===== config.mk =====
export PLATFORM = sky130hd
export DESIGN_NAME = boot_mode_select
export DESIGN_NICKNAME = d
export VERILOG_FILES = /design/src/rtl/bsel_pkg.sv /design/src/rtl/bsel_source.sv /design/src/rtl/bsel_index.sv /design/src/rtl/bsel_entry.sv /design/src/rtl/boot_mode_select.sv
export SDC_FILE = /design/constraint.sdc
export NUM_CORES = 1
export LEC_CHECK = 0
export BUFFER_PORTS_ARGS = -buffer_cell sky130_fd_sc_hd__buf_2
export CAP_MARGIN = 20
export CORE_ASPECT_RATIO = 1.1
export CORE_MARGIN = 5
export CORE_UTILIZATION = 25
export DETAILED_ROUTE_END_ITERATION = 6
export SYNTH_ARGS = -nofsm -noshare
export SYNTH_HDL_FRONTEND = slang
export SYNTH_SLANG_ARGS = --single-unit

===== constraint.sdc =====
create_clock -name clk -period 1.3 [get_ports clk]
set_input_delay 0.065 -clock clk [delete_from_list [all_inputs] [get_ports clk]]
set_output_delay 0.065 -clock clk [all_outputs]
set_load 0.01 [all_outputs]

===== src/rtl/bsel_pkg.sv =====
package bsel_pkg;
    localparam int KEY_W   = 8;
    localparam int FIELD_W = 8;
    localparam int NUM_SEL = 3;
    localparam int ENTRY_W = 8;
    localparam int MODE_W  = 5;
    localparam int OPT_W   = ENTRY_W - MODE_W;
    localparam int ENTRIES = 1 << NUM_SEL;
    localparam int CFG_W   = KEY_W + NUM_SEL * FIELD_W;
    localparam int DEF_W   = ENTRIES * ENTRY_W;

    localparam logic [KEY_W-1:0]   KEY_DIRECT   = 8'h5A;
    localparam logic [KEY_W-1:0]   KEY_REDIRECT = 8'hA5;
    localparam logic [FIELD_W-1:0] FIELD_OFF    = 8'hFF;
    localparam logic [MODE_W-1:0]  MODE_WAIT    = 5'd4;

    typedef enum logic [1:0] {
        SRC_WAIT  = 2'd0,
        SRC_DEBUG = 2'd1,
        SRC_OTP   = 2'd2,
        SRC_STRAP = 2'd3
    } src_e;

    typedef struct packed {
        logic              cap;
        logic              valid;
        logic [MODE_W-1:0] mode;
        logic [OPT_W-1:0]  opt;
    } sel_state_t;
endpackage


===== src/rtl/bsel_source.sv =====
module bsel_source
    import bsel_pkg::*;
(
    input  logic             emu_present,
    input  logic [KEY_W-1:0] dbg_key,
    input  logic [KEY_W-1:0] otp_key,
    output src_e             src
);
    logic standalone_flow;
    logic otp_key_ok;

    always_comb begin
        otp_key_ok      = (otp_key == KEY_DIRECT);
        standalone_flow = !emu_present || (dbg_key == KEY_REDIRECT);
        if (standalone_flow) begin
            src = otp_key_ok ? SRC_OTP : SRC_STRAP;
        end else if (dbg_key == KEY_DIRECT) begin
            src = SRC_DEBUG;
        end else begin
            src = SRC_WAIT;
        end
    end
endmodule


===== src/rtl/bsel_index.sv =====
module bsel_index
    import bsel_pkg::*;
#(
    parameter int NUM_PINS = 255
) (
    input  logic [NUM_SEL*FIELD_W-1:0] sel_word,
    input  logic [NUM_PINS-1:0]        pin_levels,
    output logic [NUM_SEL-1:0]         idx
);
    for (genvar k = 0; k < NUM_SEL; k++) begin : g_field
        logic [FIELD_W-1:0] field_d;
        logic               in_use;
        always_comb begin
            field_d = sel_word[k*FIELD_W +: FIELD_W];
            in_use  = (field_d != FIELD_OFF) && (int'(field_d) < NUM_PINS);
            idx[k]  = in_use ? pin_levels[field_d] : 1'b0;
        end
    end
endmodule


===== src/rtl/bsel_entry.sv =====
module bsel_entry
    import bsel_pkg::*;
(
    input  logic [DEF_W-1:0]   defs,
    input  logic [NUM_SEL-1:0] idx,
    output logic [MODE_W-1:0]  mode,
    output logic [OPT_W-1:0]   opt
);
    logic [ENTRY_W-1:0] entry_d;

    always_comb begin
        entry_d = defs[idx*ENTRY_W +: ENTRY_W];
        mode    = entry_d[MODE_W-1:0];
        opt     = entry_d[ENTRY_W-1:MODE_W];
    end
endmodule


===== src/rtl/boot_mode_select.sv =====
module boot_mode_select
    import bsel_pkg::*;
#(
    parameter int NUM_PINS    = 255,
    parameter int STRAP_HI    = 24,
    parameter int STRAP_LO    = 32
) (
    input  logic                clk,
    input  logic                rst_n,
    input  logic                emu_present,
    input  logic [31:0]         dbg_cfg,
    input  logic [63:0]         dbg_def,
    input  logic [31:0]         otp_cfg,
    input  logic [63:0]         otp_def,
    input  logic [NUM_PINS-1:0] pin_levels,
    output logic [4:0]          boot_mode,
    output logic [2:0]          boot_opt,
    output logic                boot_valid
);
    localparam int SEL_W = NUM_SEL * FIELD_W;

    src_e               src;
    logic [CFG_W-1:0]   cfg_mux;
    logic [DEF_W-1:0]   def_mux;
    logic [NUM_SEL-1:0] idx;
    logic [MODE_W-1:0]  tbl_mode;
    logic [OPT_W-1:0]   tbl_opt;
    logic [1:0]         strap_idx;
    sel_state_t         st_d, st_q;

    bsel_source i_source (
        .emu_present (emu_present),
        .dbg_key     (dbg_cfg[CFG_W-1 -: KEY_W]),
        .otp_key     (otp_cfg[CFG_W-1 -: KEY_W]),
        .src         (src)
    );

    always_comb begin
        cfg_mux   = (src == SRC_DEBUG) ? dbg_cfg : otp_cfg;
        def_mux   = (src == SRC_DEBUG) ? dbg_def : otp_def;
        strap_idx = {pin_levels[STRAP_HI], pin_levels[STRAP_LO]};
    end

    bsel_index #(.NUM_PINS(NUM_PINS)) i_index (
        .sel_word   (cfg_mux[SEL_W-1:0]),
        .pin_levels (pin_levels),
        .idx        (idx)
    );

    bsel_entry i_entry (
        .defs (def_mux),
        .idx  (idx),
        .mode (tbl_mode),
        .opt  (tbl_opt)
    );

    always_comb begin
        st_d = st_q;
        if (!st_q.cap) begin
            st_d.cap = 1'b1;
            unique case (src)
                SRC_WAIT: begin
                    st_d.mode = MODE_WAIT;
                    st_d.opt  = '0;
                end
                SRC_STRAP: begin
                    st_d.mode = {{(MODE_W-2){1'b0}}, strap_idx};
                    st_d.opt  = '0;
                end
                default: begin
                    st_d.mode = tbl_mode;
                    st_d.opt  = tbl_opt;
                end
            endcase
        end else begin
            st_d.valid = 1'b1;
        end
    end

    always_ff @(posedge clk or negedge rst_n) begin
        if (!rst_n) st_q <= '0;
        else        st_q <= st_d;
    end

    assign boot_mode  = st_q.mode;
    assign boot_opt   = st_q.opt;
    assign boot_valid = st_q.valid;


    hold_after_capture_chk: assert property (@(posedge clk) disable iff (!rst_n)
        st_q.cap |=> $stable({boot_mode, boot_opt}));


    valid_follows_capture_chk: assert property (@(posedge clk) disable iff (!rst_n)
        (st_q.cap && !boot_valid) |=> boot_valid);


    valid_needs_capture_chk: assert property (@(posedge clk) disable iff (!rst_n)
        boot_valid |-> st_q.cap);


    wait_on_bad_key_chk: assert property (@(posedge clk) disable iff (!rst_n)
        ($rose(st_q.cap) && $past(emu_present) &&
         $past(dbg_cfg[31:24]) != KEY_DIRECT && $past(dbg_cfg[31:24]) != KEY_REDIRECT)
        |-> (boot_mode == MODE_WAIT && boot_opt == 3'd0));


    strap_fallback_chk: assert property (@(posedge clk) disable iff (!rst_n)
        ($rose(st_q.cap) && !$past(emu_present) && $past(otp_cfg[31:24]) != KEY_DIRECT)
        |-> (boot_mode < 5'd4 && boot_opt == 3'd0));
endmodule


==> out/results.txt <==
main area contributors after synthesis -> mux2i_1 20%, nand2_1 18%, nand3_1 7.0%, a21oi_1 4.6%, buf_2 3.1%
routed via count -> 18,400
Startpoint Class -> primary input
top_reg_cell synth -> dfrtp_1
Seq/Total Area, Yosys -> 2.48%
Synth Area in Compound Gates -> 28.4%
Vias per Instance -> 5.91
buffers and inverters on the worst path -> 8
IO Count -> 459
fin. max-slew vios -> 0
fraction of layout cells with a size suffix above 1 -> 49.5%
synthesized area per cell -> 6.26 µm²
syn_nets -> 2,066
mux share of post-synthesis cell area -> 26.2%
Post-Synth XOR/XNOR Area -> 0%
vias in the first global route -> 18,100
Post-synth top cells -> 481 x nand2_1, 205 x mux2i_1, 142 x nand3_1
Port Buffers -> 458
sequential cell area -> 250 µm²
fmax -> 245 MHz
critical path class -> in -> reg
CTS tree -> done
Setup crit end kind -> flip-flop
Post-Synth Adder-Cell Area -> 0%
failing checks -> setup timing
Max-cap violations -> 0
final instance area -> 0.0192 mm²
Initial Utilization -> 25.2%
Layout Nets -> 3,042
core area -> 0.0401 mm²
GP Congestion -> 1.05
Synth warnings -> 0
RSZ-0062 raised after global routing -> yes
Synth Cell Area -> 0.0101 mm²
main combinational cell family by area after synthesis -> simple AND/OR/NAND/NOR gates
Hold Path Class -> in -> reg
PD cells -> 463 mW/mm²
area leader, netlist -> mux2i_1
WP data required -> 1.46 ns
Routed Wire Length -> 91,200 µm
area delta synth->final -> 89.5%
final hold vios -> 0
family with the most delay on the worst path -> compound AO/OA/AOI/OAI gates
clock buffer count from CTS -> 3
worst slew pin tran -> 0.717 ns
GRT Overall Usage -> 38.2%
Overflow after GRT -> 0
Period Utilization, post-route -> 315%
drt drc -> 0
dpl ws -> -3.66 ns
Crit path depth -> 22
largest net degree at the start of global routing -> 36
Final WS setup -> -2.79 ns
Fillers -> 4,187
Post-synth EDFFs -> 0
Clock Latency Late Sink -> 0.24 ns
Synth cell types -> 81
Clk Tree Root Cell -> clkbuf_16
critical-path cell list -> buf_6 -> nand4bb_4 -> buf_6 -> buf_4 -> buf_4 -> o2111a_1 -> buf_4 -> a21oi_1 -> o21ai_0 -> a221oi_4 -> nand4_1 -> o211a_4 -> o22ai_4 -> mux2i_4 -> buf_6 -> buf_16 -> buf_12 -> mux2i_1 -> mux2i_1 -> o22ai_1 -> a211o_1 -> o21ai_1
H-tree levels -> 1
CTS sink count -> 10
Lkg Pwr -> 9.72 nW
initial DRC count -> 2,087
antenna violations before repair -> 3
hold path cells -> 3
R2R depth -> 4
ys async rst share -> 100%
most frequent cell after synthesis -> nand2_1
Max VDD drop -> 0.524 mV
slowest CP cell -> a221oi_4
first-pass GRT wire length -> 127,000 µm
Multi-input gate area -> 0.00984 mm²
Worst-path clk slew -> 0.04 ns
Synth Area in Simple Gates -> 35.0%
antenna viol nets, final -> 0
Clock Skews -> 0.00105 ns
register bit total from synthesis -> 10
Post-DP Area -> 0.0175 mm²
num rows -> 77
dpl hpwl -> 75,300 µm
Die Footprint -> 0.0446 mm²
outcome -> finished, violations left
maximum root-to-sink buffer count -> 2
final setup fails -> 8
Final Core Density -> 47.8%
CP arrival -> 4.25 ns
Die Y -> 221 µm
Die X -> 202 µm
CP peak stage delay -> 0.38 ns
Detailed Routing Iterations Pass 1 -> 6
post-layout min period -> 4.09 ns
slew margin rel. -> 51.7%
Sum Neg Setup Slack -> -22.01 ns
Syn Inst Count -> 1,616
routed len/inst -> 29.4 µm
critical-path maximum fanout -> 11
Yosys top cell area share -> 20.3%
==> cell type report <==
class                           instances  area share, %
Timing Repair Buffer                 1111           43.2
Tap cell                              513           3.35
Inverter                               17          0.333
Clock buffer                            3          0.392
Antenna cell                            2         0.0261
Sequential cell                        10           1.31
Multi-Input combinational cell       1449           51.3
==> timing repair <==
action / CTS / global route
gates resized for setup: 127 / 37
setup endpoints to repair: 8 / 8
pin swaps: 48 / 19
cloned: 6 / 1
hold buffers: 1 / 0
hold endpoints to repair: 10 / 0
setup buffers: 60 / 12
==> through the flow <==
step | cells | power, mW | hold slack, ns
6_report | 3105 | 8.86 | 0.258
5_1_grt | 3105 | 9.17 | 0.261
4_1_cts | 3091 | 8.46 | 0.243
3_5_place_dp | 3023 | 7.27 | -0.0534
3_3_place_gp | 3023 | 7.30 | -0.0612
2_1_floorplan | 1616 | 3.18 | -0.231
==> path summary, 6_finish.rpt <==
path	start	to	slack [ns]
max	dbg_cfg[27]	boot_opt[2]$_DFFE_PN0N_	-2.79
min	pin_levels[32]	boot_mode[0]$_DFFE_PN0N_	0.26
max reg2reg	st_q[9]$_DFF_PN0_	boot_mode[0]$_DFFE_PN0N_	0.10
min reg2reg	boot_valid$_DFFE_PN0P_	boot_valid$_DFFE_PN0P_	0.48
max in group asynchronous	rst_n	boot_mode[0]$_DFFE_PN0N_	0.83
min in group asynchronous	rst_n	boot_mode[2]$_DFFE_PN0N_	0.27
==> power breakdown <==
| part | internal [mW] | switching [mW] |
|---|---|---|
| clock | 0.399 | 0.142 |
| combinational | 3.77 | 4.18 |
| sequential | 0.348 | 0.0309 |
| total | 4.51 | 4.35 |
==> state kept, by name, indices dropped and copies added, names as in the netlist <==
register and cells:
boot_opt 3, boot_valid 1, boot_mode 5, st_q 1
==> tightest hold or removal path, cell delays in order <==
cell and delay, ns:
buf_2 0.18, nand2_1 0.08, o221ai_1 0.10
==> placed cells by master, fill, tap and decap left out, drive strengths merged, types with 13 or more instances in the layout <==
| cell | synthesis | routed |
|---|---|---|
| a211oi | 30 | 30 |
| nor3 | 26 | 26 |
| nor2 | 66 | 66 |
| a21oi | 93 | 93 |
| a32oi | 20 | 20 |
| mux2 | 33 | 33 |
| a22oi | 13 | 13 |
| o21ai | 37 | 37 |
| nand3 | 142 | 142 |
| nand2 | 482 | 482 |
| buf | 101 | 1106 |
| and3 | 21 | 21 |
| o211ai | 21 | 21 |
| o22ai | 16 | 16 |
| a221oi | 21 | 21 |
| mux2i | 208 | 208 |
| inv | 17 | 17 |
| nand4 | 21 | 21 |
| o221ai | 17 | 17 |
| a31oi | 20 | 20 |
==> kinds of logic (layout without fill, tap and decap cells) <==
family                 Yosys count  count (layout)
buffers and inverters          158            1131
multiplexers                   248             248
AO/OA/AOI/OAI                  390             391
flip-flops                      10              10
other                            1               3
AND/OR/NAND/NOR                809             809
==> routing by layer <==
metal / part of all wire [%] / GRT usage (%)
met1: 41 / 49.8
met2: 44 / 60.5
met3: 9.0 / 7.39
met4: 6.5 / 18.4
met5: 0.015 / 0
No activity file was read; power rests on OpenSTA's default activity.
